--- config.mk ---
export PLATFORM = sky130hd
export DESIGN_NAME = tdm_bus_arbiter
export DESIGN_NICKNAME = d
export VERILOG_FILES = /design/src/rtl/tdm_arb_pkg.sv /design/src/rtl/tdm_arb_rst_sync.sv /design/src/rtl/tdm_arb_cfg.sv /design/src/rtl/tdm_arb_fallback.sv /design/src/rtl/tdm_bus_arbiter.sv
export SDC_FILE = /design/constraint.sdc
export NUM_CORES = 1
export LEC_CHECK = 0
export BUFFER_PORTS_ARGS = -buffer_cell sky130_fd_sc_hd__clkbuf_2
export CORE_MARGIN = 1.5
export CORE_UTILIZATION = 60
export CTS_CLUSTER_DIAMETER = 120
export DETAILED_ROUTE_END_ITERATION = 7
export PLACE_DENSITY = 0.76
export SLEW_MARGIN = 40
export SYNTH_ARGS = -nofsm -noshare
export SYNTH_HDL_FRONTEND = slang
export SYNTH_SLANG_ARGS = --single-unit
--- constraint.sdc ---
create_clock -name clk -period 3.55 [get_ports clk]
set_input_delay 0.355 -clock clk [delete_from_list [all_inputs] [get_ports clk]]
set_output_delay 0.355 -clock clk [all_outputs]
set_load 0.05 [all_outputs]
--- src/rtl/tdm_arb_pkg.sv ---
package tdm_arb_pkg;

  typedef enum logic {
    POL_RR    = 1'b0,
    POL_FIXED = 1'b1
  } fb_policy_e;

endpackage

--- src/rtl/tdm_arb_rst_sync.sv ---
module tdm_arb_rst_sync #(
  parameter int STAGES = 2
) (
  input  logic clk,
  input  logic rst_n,
  output logic rst_n_sync
);

  logic [STAGES-1:0] sync_q;

  always_ff @(posedge clk or negedge rst_n) begin
    if (!rst_n) sync_q <= '0;
    else        sync_q <= {sync_q[STAGES-2:0], 1'b1};
  end

  assign rst_n_sync = sync_q[STAGES-1];

endmodule

--- src/rtl/tdm_arb_cfg.sv ---
module tdm_arb_cfg
  import tdm_arb_pkg::*;
#(
  parameter int N_MST  = 4,
  parameter int N_SLOT = 8,
  parameter int PRIO_W = 2,
  parameter int IDX_W  = 2,
  parameter int AW     = 4,
  parameter int DW     = 2
) (
  input  logic                              clk,
  input  logic                              rst_n,
  input  logic                              wr_en,
  input  logic [AW-1:0]                     wr_addr,
  input  logic [DW-1:0]                     wr_data,
  input  logic                              apply,
  output logic [N_SLOT-1:0][IDX_W-1:0]      live_owner,
  output logic [N_MST-1:0][PRIO_W-1:0]      live_prio,
  output fb_policy_e                        live_pol
);

  localparam int PRIO_BASE = N_SLOT;
  localparam int POL_ADDR  = N_SLOT + N_MST;

  logic [N_SLOT-1:0][IDX_W-1:0] stg_owner_q, stg_owner_d;
  logic [N_MST-1:0][PRIO_W-1:0] stg_prio_q, stg_prio_d;
  fb_policy_e                   stg_pol_q, stg_pol_d;

  logic [N_SLOT-1:0][IDX_W-1:0] live_owner_q;
  logic [N_MST-1:0][PRIO_W-1:0] live_prio_q;
  fb_policy_e                   live_pol_q;

  // staging next state
  always_comb begin
    stg_owner_d = stg_owner_q;
    stg_prio_d  = stg_prio_q;
    stg_pol_d   = stg_pol_q;
    for (int s = 0; s < N_SLOT; s++) begin
      if (int'(wr_addr) == s) stg_owner_d[s] = wr_data[IDX_W-1:0];
    end
    for (int m = 0; m < N_MST; m++) begin
      if (int'(wr_addr) == PRIO_BASE + m) stg_prio_d[m] = wr_data[PRIO_W-1:0];
    end
    if (int'(wr_addr) == POL_ADDR) stg_pol_d = fb_policy_e'(wr_data[0]);
  end

  always_ff @(posedge clk or negedge rst_n) begin
    if (!rst_n) begin
      for (int s = 0; s < N_SLOT; s++) stg_owner_q[s] <= IDX_W'(s % N_MST);
      stg_prio_q <= '0;
      stg_pol_q  <= POL_RR;
    end else if (wr_en) begin
      stg_owner_q <= stg_owner_d;
      stg_prio_q  <= stg_prio_d;
      stg_pol_q   <= stg_pol_d;
    end
  end

  // live copy, loaded only at transfer boundaries
  always_ff @(posedge clk or negedge rst_n) begin
    if (!rst_n) begin
      for (int s = 0; s < N_SLOT; s++) live_owner_q[s] <= IDX_W'(s % N_MST);
      live_prio_q <= '0;
      live_pol_q  <= POL_RR;
    end else if (apply) begin
      live_owner_q <= stg_owner_q;
      live_prio_q  <= stg_prio_q;
      live_pol_q   <= stg_pol_q;
    end
  end

  assign live_owner = live_owner_q;
  assign live_prio  = live_prio_q;
  assign live_pol   = live_pol_q;

endmodule

--- src/rtl/tdm_arb_fallback.sv ---
module tdm_arb_fallback
  import tdm_arb_pkg::*;
#(
  parameter int N_MST  = 4,
  parameter int PRIO_W = 2,
  parameter int IDX_W  = 2
) (
  input  logic [N_MST-1:0]              req,
  input  logic [N_MST-1:0][PRIO_W-1:0]  prio,
  input  fb_policy_e                    pol,
  input  logic [IDX_W-1:0]              rr_ptr,
  output logic [IDX_W-1:0]              win
);

  always_comb begin
    int              idx;
    logic            hit;
    logic [PRIO_W-1:0] best;
    hit  = 1'b0;
    best = '0;
    idx  = 0;
    win  = '0;
    if (pol == POL_FIXED) begin
      // strict greater-than keeps the lowest index on a tie
      for (int i = 0; i < N_MST; i++) begin
        if (req[i] && (!hit || prio[i] > best)) begin
          hit  = 1'b1;
          best = prio[i];
          win  = IDX_W'(i);
        end
      end
    end else begin
      for (int k = 0; k < N_MST; k++) begin
        idx = int'(rr_ptr) + k;
        if (idx >= N_MST) idx = idx - N_MST;
        if (!hit && req[idx]) begin
          hit = 1'b1;
          win = IDX_W'(idx);
        end
      end
    end
  end

endmodule

--- src/rtl/tdm_bus_arbiter.sv ---
module tdm_bus_arbiter
  import tdm_arb_pkg::*;
#(
  parameter  int N_MST  = 4,
  parameter  int N_SLOT = 8,
  parameter  int PRIO_W = 2,
  localparam int IDX_W  = (N_MST > 1) ? $clog2(N_MST) : 1,
  localparam int CFG_AW = $clog2(N_SLOT + N_MST + 1),
  localparam int CFG_DW = (IDX_W > PRIO_W) ? IDX_W : PRIO_W
) (
  input  logic              clk,
  input  logic              rst_n,
  input  logic [N_MST-1:0]  req,
  input  logic              xfer_done,
  input  logic              cfg_we,
  input  logic [CFG_AW-1:0] cfg_addr,
  input  logic [CFG_DW-1:0] cfg_wdata,
  output logic [N_MST-1:0]  gnt,
  output logic              gnt_valid
);

  localparam int SW = (N_SLOT > 1) ? $clog2(N_SLOT) : 1;

  logic rst_n_sync;

  logic             gnt_vld_q;
  logic [IDX_W-1:0] gnt_idx_q;
  logic [SW-1:0]    slot_q, slot_inc, eval_slot;
  logic [IDX_W-1:0] rr_q;

  logic             boundary, grant_en, slot_en, rr_en;
  logic             pick_any;
  logic [IDX_W-1:0] pick_idx, rr_nxt;

  logic [N_SLOT-1:0][IDX_W-1:0] live_owner;
  logic [N_MST-1:0][PRIO_W-1:0] live_prio;
  fb_policy_e                   live_pol;

  tdm_arb_rst_sync #(.STAGES(2)) i_rst_sync (
    .clk        (clk),
    .rst_n      (rst_n),
    .rst_n_sync (rst_n_sync)
  );

  tdm_arb_cfg #(
    .N_MST(N_MST), .N_SLOT(N_SLOT), .PRIO_W(PRIO_W),
    .IDX_W(IDX_W), .AW(CFG_AW), .DW(CFG_DW)
  ) i_cfg (
    .clk        (clk),
    .rst_n      (rst_n_sync),
    .wr_en      (cfg_we),
    .wr_addr    (cfg_addr),
    .wr_data    (cfg_wdata),
    .apply      (boundary),
    .live_owner (live_owner),
    .live_prio  (live_prio),
    .live_pol   (live_pol)
  );

  // boundary and slot sequencing
  always_comb begin
    boundary  = !gnt_vld_q || xfer_done;
    slot_inc  = (slot_q == SW'(N_SLOT - 1)) ? '0 : slot_q + 1'b1;
    eval_slot = gnt_vld_q ? slot_inc : slot_q;
    pick_any  = |req;
  end

  generate
    if (N_MST == 1) begin : g_single
      // no contention possible: the lone requester is the winner
      assign pick_idx = '0;
      assign rr_nxt   = '0;
    end else begin : g_multi
      logic [IDX_W-1:0] owner;
      logic             owner_ok;
      logic [IDX_W-1:0] fb_win;

      tdm_arb_fallback #(
        .N_MST(N_MST), .PRIO_W(PRIO_W), .IDX_W(IDX_W)
      ) i_fallback (
        .req    (req),
        .prio   (live_prio),
        .pol    (live_pol),
        .rr_ptr (rr_q),
        .win    (fb_win)
      );

      always_comb begin
        owner    = live_owner[eval_slot];
        owner_ok = 1'b0;
        if (int'(owner) < N_MST) owner_ok = req[owner];
        pick_idx = owner_ok ? owner : fb_win;
        rr_nxt   = (pick_idx == IDX_W'(N_MST - 1)) ? '0 : pick_idx + 1'b1;
      end
    end
  endgenerate

  // clock enables
  always_comb begin
    grant_en = boundary;
    slot_en  = gnt_vld_q && xfer_done;
    rr_en    = boundary && pick_any;
  end

  always_ff @(posedge clk or negedge rst_n_sync) begin
    if (!rst_n_sync) begin
      gnt_vld_q <= 1'b0;
      gnt_idx_q <= '0;
    end else if (grant_en) begin
      gnt_vld_q <= pick_any;
      gnt_idx_q <= pick_idx;
    end
  end

  always_ff @(posedge clk or negedge rst_n_sync) begin
    if (!rst_n_sync)  slot_q <= '0;
    else if (slot_en) slot_q <= slot_inc;
  end

  always_ff @(posedge clk or negedge rst_n_sync) begin
    if (!rst_n_sync) rr_q <= '0;
    else if (rr_en)  rr_q <= rr_nxt;
  end

  always_comb begin
    for (int i = 0; i < N_MST; i++) gnt[i] = gnt_vld_q && (gnt_idx_q == IDX_W'(i));
    gnt_valid = gnt_vld_q;
  end

endmodule

# --- Word-level counts from Yosys, hierarchy flattened ---
# Index checks and enable logic that the tools add are counted.
op_classes:
  n_lt_le_gt_ge: 13
  eq_ne: 17
  add_sub_neg: 9
  muxes: 54
  reduce_logical: 39
ops:
  columns: ["cell", "count"]
  rows:
  - ["2-to-1 mux 32 bit", 8]
  - ["< comparator 32 x 4 -> 1 bit (second input constant)", 4]
  - ["greater-or-equal comparator 32 x 4 -> 1 bit (second input constant)", 3]
  - ["subtractor 32 x 4 -> 32 bit (second input constant)", 3]
  - ["equality test 4 bit (second input constant)", 8]
  - ["2-to-1 mux 2 bit", 16]
  - ["AND reduction 2 bit", 13]
  - ["2-to-1 mux 1 bit", 22]
  - ["equality test 4 x 3 -> 1 bit (second input constant)", 3]
  - ["logical AND 1 bit", 12]
  - ["binary-select mux 1 bit (select 2 bit)", 5]
  - ["zero test 1 bit", 7]
  - ["adder 2 x 2 -> 3 bit (second input constant)", 2]
  - ["binary-select mux 2 bit (select 3 bit)", 1]
  - ["equality test 2 bit (second input constant)", 3]
  - ["greater-than comparator 2 bit", 3]
  - ["2-to-1 mux 3 bit", 2]
  - ["equality test 4 x 2 -> 1 bit (second input constant)", 1]
  - ["zero test 4 bit", 1]
  - ["logical OR 1 bit", 4]
  - ["< comparator 3 x 4 -> 1 bit (second input constant)", 1]
  - ["OR reduction 4 bit", 1]
  - ["subtractor 2 x 3 -> 4 bit (second input constant)", 1]
  - ["adder 2 x 1 -> 3 bit (second input constant)", 1]
  - ["other kinds (7)", 7]
totals:
  in_bits: 14
  output_inout_bits: 5
  reg_bits: 60
  elab_cells: 163

# --- Depth between registers and ports, before layout ---
depth:
  ltp_word: 23
  mapped_depth: 21
  mapped_depth_nobuf: 20

# --- Hierarchy ---
# From an unflattened synthesis, not the netlist that was laid out.
hier_totals:
  hier_cells: 278
  area_unflattened_um2: 3294.4
by_module_without_submodules:
  columns: ["module", "seq_area_each_um2", "n_inst", "cells_per_inst", "area_each_um2"]
  rows:
  - ["tdm_arb_cfg", 1271.2, 1, 125, 1994.4]
  - ["tdm_bus_arbiter", 200.2, 1, 98, 867.1]
  - ["tdm_arb_fallback", 0.0, 1, 52, 379.1]
  - ["tdm_arb_rst_sync", 50.0, 1, 3, 53.8]

# --- Worst setup path before layout ---
# Ideal clock, no wire load.
synth_timing:
  path_kind: "input to register"
  startpoint: "input req[0]"
  endpoint: "register rr_q[0]"
  t_required_ns: 3.401
  arrival_time_ns: 3.712
  n_path_buf: 1
  setup_ns: 0.149
  setup_slack_ns: -0.311
  stages: 20
  cell_sequence: "buf_2 > nand2_1 > ha_1 > nor2b_1 > o311ai_2 > nor2_1 > a31oi_1 > ha_1 > nand2b_1 > a22oi_1 > o21ai_0 > mux2_2 > ha_1 > nand2_1 > o211ai_1 > o2111ai_1 > nand2_1 > a21oi_1 > o211ai_2 > a21boi_1"
synth_between:
  elab_chain_len: 20
  elab_cells_between_ends: 64
  classes_between: "add/sub: 1; order compare: 3; eq/ne: 1; mux: 42; reduce/logical: 17"
synth_lines:
  columns: ["element", "line_no", "text"]
  rows:
  - ["from (decl)", "tdm_bus_arbiter.sv:13", "input logic [N_MST-1:0] req,"]
  - ["2-to-1 mux 2 bit, or another cell as far along", "tdm_arb_fallback.sv:26", "if (req[i] && (!hit || prio[i] > best)) begin"]
  - ["2-to-1 mux 2 bit, or another cell as far along", "tdm_arb_fallback.sv:23", "if (pol == POL_FIXED) begin"]
  - ["greater-than comparator 2 bit, or another cell as far along", "tdm_arb_fallback.sv:26", null]
  - ["logical OR 1 bit or 2-to-1 mux 1 bit (tied branches)", "tdm_arb_fallback.sv:26, tdm_arb_fallback.sv:36", null]
  - ["logical AND 1 bit or 2-to-1 mux 1 bit (tied branches)", "tdm_arb_fallback.sv:26, tdm_arb_fallback.sv:23", null]
  - ["2-to-1 mux 2 bit, or another cell as far along", "tdm_arb_fallback.sv:26", null]
  - ["2-to-1 mux 2 bit, or another cell as far along", "tdm_arb_fallback.sv:23", null]
  - ["greater-than comparator 2 bit, or another cell as far along", "tdm_arb_fallback.sv:26", null]
  - ["(+4 left out)", null, null]
  - ["greater-than comparator 2 bit, or another cell as far along", "tdm_arb_fallback.sv:26", null]
  - ["logical OR 1 bit or zero test 1 bit (tied branches)", "tdm_arb_fallback.sv:26, tdm_arb_fallback.sv:36", null]
  - ["logical AND 1 bit, on equally long branches", "tdm_arb_fallback.sv:26, tdm_arb_fallback.sv:36", null]
  - ["2-to-1 mux 2 bit, on equally long branches", "tdm_arb_fallback.sv:26, tdm_arb_fallback.sv:36", null]
  - ["2-to-1 mux 2 bit", "tdm_arb_fallback.sv:23", null]
  - ["2-to-1 mux 2 bit", "tdm_bus_arbiter.sv:92", "pick_idx = owner_ok ? owner : fb_win;"]
  - ["adder 2 x 1 -> 2 bit or equality test 2 bit (tied branches)", "tdm_bus_arbiter.sv:93", "rr_nxt = (pick_idx == IDX_W'(N_MST - 1)) ? '0 : pick_idx + 1'b1;"]
  - ["2-to-1 mux 2 bit", "tdm_bus_arbiter.sv:93", null]
  - ["to (signal assigned)", "tdm_bus_arbiter.sv:122", "else if (rr_en) rr_q <= rr_nxt;"]
  - ["to (decl)", "tdm_bus_arbiter.sv:29", "logic [IDX_W-1:0] rr_q;"]
# Several ways; a longest one is shown, not always the timed one. The select of a mux whose other input is x is not followed.
# A chain may end at the register's enable or synchronous reset.

# --- Worst setup path after layout ---
layout_timing:
  startpoint: "register i_cfg.live_prio_q, in the netlist i_cfg.live_prio[1]"
  endpoint: "register rr_q[0]"
layout_between:
  elab_chain_len: 20
  elab_cells_between_ends: 29
  classes_between: "add/sub: 1; order compare: 3; eq/ne: 1; mux: 16; reduce/logical: 8"
layout_lines:
  columns: ["element", "line_no", "text"]
  rows:
  - ["from (decl)", "tdm_arb_cfg.sv:30", "logic [N_MST-1:0][PRIO_W-1:0] live_prio_q;"]
  - ["from (signal assigned)", "tdm_arb_cfg.sv:67", "live_prio_q <= stg_prio_q;"]
  - ["2-to-1 mux 2 bit *", "tdm_arb_fallback.sv:26", null]
  - ["2-to-1 mux 2 bit *", "tdm_arb_fallback.sv:23", null]
  - ["greater-than comparator 2 bit", "tdm_arb_fallback.sv:26", null]
  - ["logical OR 1 bit", "tdm_arb_fallback.sv:26", null]
  - ["logical AND 1 bit", "tdm_arb_fallback.sv:26", null]
  - ["2-to-1 mux 2 bit or 2-to-1 mux 1 bit (tied branches)", "tdm_arb_fallback.sv:26", null]
  - ["2-to-1 mux 2 bit or 2-to-1 mux 1 bit (tied branches)", "tdm_arb_fallback.sv:23", null]
  - ["greater-than comparator 2 bit or zero test 1 bit (tied branches)", "tdm_arb_fallback.sv:26", null]
  - ["(+4 left out)", null, null]
  - ["greater-than comparator 2 bit or zero test 1 bit (tied branches)", "tdm_arb_fallback.sv:26", null]
  - ["logical OR 1 bit", "tdm_arb_fallback.sv:26", null]
  - ["logical AND 1 bit", "tdm_arb_fallback.sv:26", null]
  - ["2-to-1 mux 2 bit *", "tdm_arb_fallback.sv:26", null]
  - ["2-to-1 mux 2 bit *", "tdm_arb_fallback.sv:23", null]
  - ["2-to-1 mux 2 bit *", "tdm_bus_arbiter.sv:92", null]
  - ["adder 2 x 1 -> 2 bit or equality test 2 bit (tied branches)", "tdm_bus_arbiter.sv:93", null]
  - ["2-to-1 mux 2 bit *", "tdm_bus_arbiter.sv:93", null]
# Mark *: on every way between the ends. The rest lies on a longest branch, timed or not. The select of a mux whose other input is x is not followed.

==> results_dict.tcl <==
set metrics [dict create \
    synth.top_cell.area_share_pct 33.3 \
    syn_inst 295 \
    fmax_mhz 261 \
    p_sw_mw 1.14 \
    critPathCaptureType "register" \
    ant_nets 0 \
    via_per_inst 5.91 \
    start_util_pct 63.6 \
    reg2reg_to "rr_q[0]" \
    hold_path_class "in -> async" \
    irDropWorstVdd_uv 514 \
    cts_tree "built" \
    hold-worst-slack_ns 0.316 \
    final.period_utilization_pct 108 \
    p_int_mw 2.00 \
    arrival_ns 4.04 \
    timing_worst_setup_path_type "reg -> reg" \
    fin_util_pct 75.4 \
    startpoint_type "register" \
    grt_pass1_vias 2381 \
    tns_ns -0.932 \
    clk_latency_ns 0.34 \
    switching_share_pct 36.3 \
    seqPwrFrac_pct 34.5 \
    num_antenna_cells 0 \
    violations "setup timing" \
    synth-seq-area-share_pct 46.0 \
    final_layout_size_suffix_gt1_share_pct 47.7 \
    cts_root_buffer "clkbuf_8" \
    synthMuxAreaShare_pct 17.0 \
    synth_edf_count 0 \
    core-area_sq_um 5200 \
    leakage_nw 1.68 \
    drt-total-wl_um 6680 \
    hold_violations 0 \
    critPathRequiredTime_ns 3.76 \
    place_area_sq_um 3550 \
    mostFrequentLayoutCells "48 x mux2_2, 43 x dfrtp_1, 18 x clkbuf_2" \
    crit_fanout 5 \
    antenna_found_initial 0 \
    layout_commonest_cell "mux2_2" \
    layout_setup_ws_ns -0.275 \
    ff2ff_path_depth 20 \
    synth_top_family_by_area "multiplexers" \
    cts.sinks 60 \
    ctsHtreeMaxLevel 3 \
    io_buffer_count 18 \
    num-fill-cells 349 \
    yosys_warnings 0 \
    worstMarginPinSlew_ns 0.689 \
    comb_power_share_pct 41.1 \
    synth_top_area_cell "dfrtp_1" \
    synth_compound_area_share_pct 15.9 \
    rsz0062_at_grt "yes" \
    yosys-top-cells-area "dfrtp_1 33%, mux2_2 17%, dfstp_2 13%" \
    powerDensity_nw_per_um2 798 \
    numCtsBuffers 9 \
    grt_pass1_wl_um 11200 \
    die_y_um 77.3 \
    place_hpwl_um 4590 \
    synth-seq-cells 60 \
    synth_nets 317 \
    skew_ns 0.00673 \
    drc 0 \
    r2r_setup_slack_ns -0.27 \
    grt_usage_pct 24.2 \
    finalSetupViolations 4 \
    cts_max_path_buffers 2 \
    synthXorXnorAreaFrac_pct 0.265 \
    die_area_sq_um 5970 \
    gp_congestion 0.911 \
    period_minus_slack_ns 3.82 \
    drt_iter0_markers 151 \
    yosys.area_share.simple_pct 13.3 \
    synthesis.area_sq_um 3310 \
    cap_viol_max_count 0 \
    slew_headroom_pct 54.0 \
    ys_async_sr_fraction_pct 100 \
    clkTransAtPathRegs_ns 0.07 \
    worstReg2RegStart "i_cfg.live_prio[1]" \
    final_area_sq_um 3930 \
    grt_overflow_total 0 \
    grt_max_degree 48 \
    outcome "complete, but fails checks" \
    syn_to_final_growth_pct 18.6 \
    ioPinCount 19 \
    pwr-share-clk_pct 24.4 \
    vias 2371 \
    synth_flop_cell "dfrtp_1" \
    num_rows 26 \
    firstDrtPassIters 4 \
    avgSynthCellArea_sq_um 11.2 \
    fin_nets 348 \
    synthAdderAreaFrac_pct 3.03 \
    pre_cts_ws_ns -0.252 \
    drv_slew 0 \
    die_w_um 77.3 \
    synth.distinct_cells 69 \
    wl_per_cell_um 16.7 \
]
metal layers:
layer / wire, um / global-route usage, % / vias to the layer above
li1: - / - / 1145
met3: 237 / 5.48 / 10
met5: 0 / 0 / -
met2: 3140 / 38.2 / 42
met4: 111 / 10.2 / 0
met1: 3190 / 32.1 / 1174
logic make-up after synthesis:
logic type | after synthesis
xor+xnor | 1
compound gates | 67
mux | 50
fa+ha+maj | 8
buf+inv | 28
other cells | 1
flops | 60
simple gates | 80
area by class of cell:
type | instances | area [sq um] | share of cell area, %
Sequential cell | 60 | 1530 | 38.9
Multi-Input combinational cell | 207 | 1800 | 45.8
Inverter | 14 | 52.6 | 1.34
Timing Repair Buffer | 34 | 213 | 5.42
Clock inverter | 6 | 111 | 2.84
Tap cell | 70 | 87.6 | 2.23
Clock buffer | 10 | 138 | 3.51
metrics by stage:
step / total power [mW] / cells
final: 3.13 / 401
after floorplan: 2.02 / 295
after CTS: 3.06 / 399
after detailed placement: 2.27 / 382
after global routing: 3.32 / 401
after global placement: 2.24 / 382
synth_stat cells, types with 2 or more instances:
cell type and number:
nor3_1 3, nor3b_1 2, o32ai_1 2, ha_1 8, a31oi_1 2, nand2_1 17, dfrtp_1 44, nand2b_1 8
dfstp_2 16, or3b_1 2, o21ai_2 2, o211ai_1 3, mux2_2 49, buf_2 4, a21oi_1 9, nand3b_1 4
nor2_1 17, nor2b_1 5, and3_1 3, buf_6 5, clkbuf_1 5, nand4_1 2, nand3_1 7, o221ai_2 2
inv_1 14, a21boi_1 2, o21ai_0 14, a211oi_1 3
flip-flops by register name, summed over array words and instances (netlist names):
| signal | flops |
|---|---|
| gnt_valid | 1 |
| i_cfg.stg_prio_q | 8 |
| i_cfg.live_owner | 16 |
| i_rst_sync.sync_q | 2 |
| i_cfg.stg_pol_q | 1 |
| i_cfg.stg_owner_q | 16 |
| i_cfg.live_prio | 8 |
| i_cfg.live_pol | 1 |
| slot_q | 3 |
| rr_q | 2 |
| gnt_idx_q | 2 |
power groups by stage:
stage / Clock (mW) / Combinational (mW) / Sequential [mW]
after floorplan: 0 / 1.01 / 1.01
after global placement: 0 / 1.16 / 1.08
after detailed placement: 0 / 1.19 / 1.09
after CTS: 0.776 / 1.21 / 1.08
after global routing: 0.801 / 1.40 / 1.11
final: 0.765 / 1.29 / 1.08
timing repair:
item	in CTS	in global routing
hold buffers	1	0
setup endpoints to repair	4	4
hold endpoints to repair	2	0
buffers inserted	0	2
pin swaps	5	16
gates resized for setup	3	16
critical path: stages (launching register included):
cell       delay, ns
dfrtp_1         0.40
nand2_2         0.09
ha_4            0.20
nor2b_4         0.13
o311ai_4        0.42
nor2_2          0.09
a31oi_4         0.19
ha_4            0.24
nand2b_4        0.07
a22oi_2         0.06
o21ai_2         0.19
buf_4           0.14
mux2_4          0.30
ha_4            0.21
nand2_2         0.05
o211ai_1        0.14
o2111ai_2       0.16
nand2_2         0.13
a22oi_2         0.21
o211ai_2        0.12
a21boi_2        0.16
worst max path at each step:
stage | slack [ns] | startpoint | cells after the start | to
after CTS | -0.08 | i_cfg.live_prio[1] | 19 | rr_q[0]
after global placement | -0.13 | req[0] | 20 | rr_q[0]
after global routing | -0.49 | i_cfg.live_prio[0] | 20 | rr_q[0]
final | -0.27 | i_cfg.live_prio[1] | 20 | rr_q[0]
after floorplan | 0.02 | req[0] | 20 | rr_q[0]
after detailed placement | -0.25 | req[0] | 20 | rr_q[0]
(Power assumes the default switching activity.)
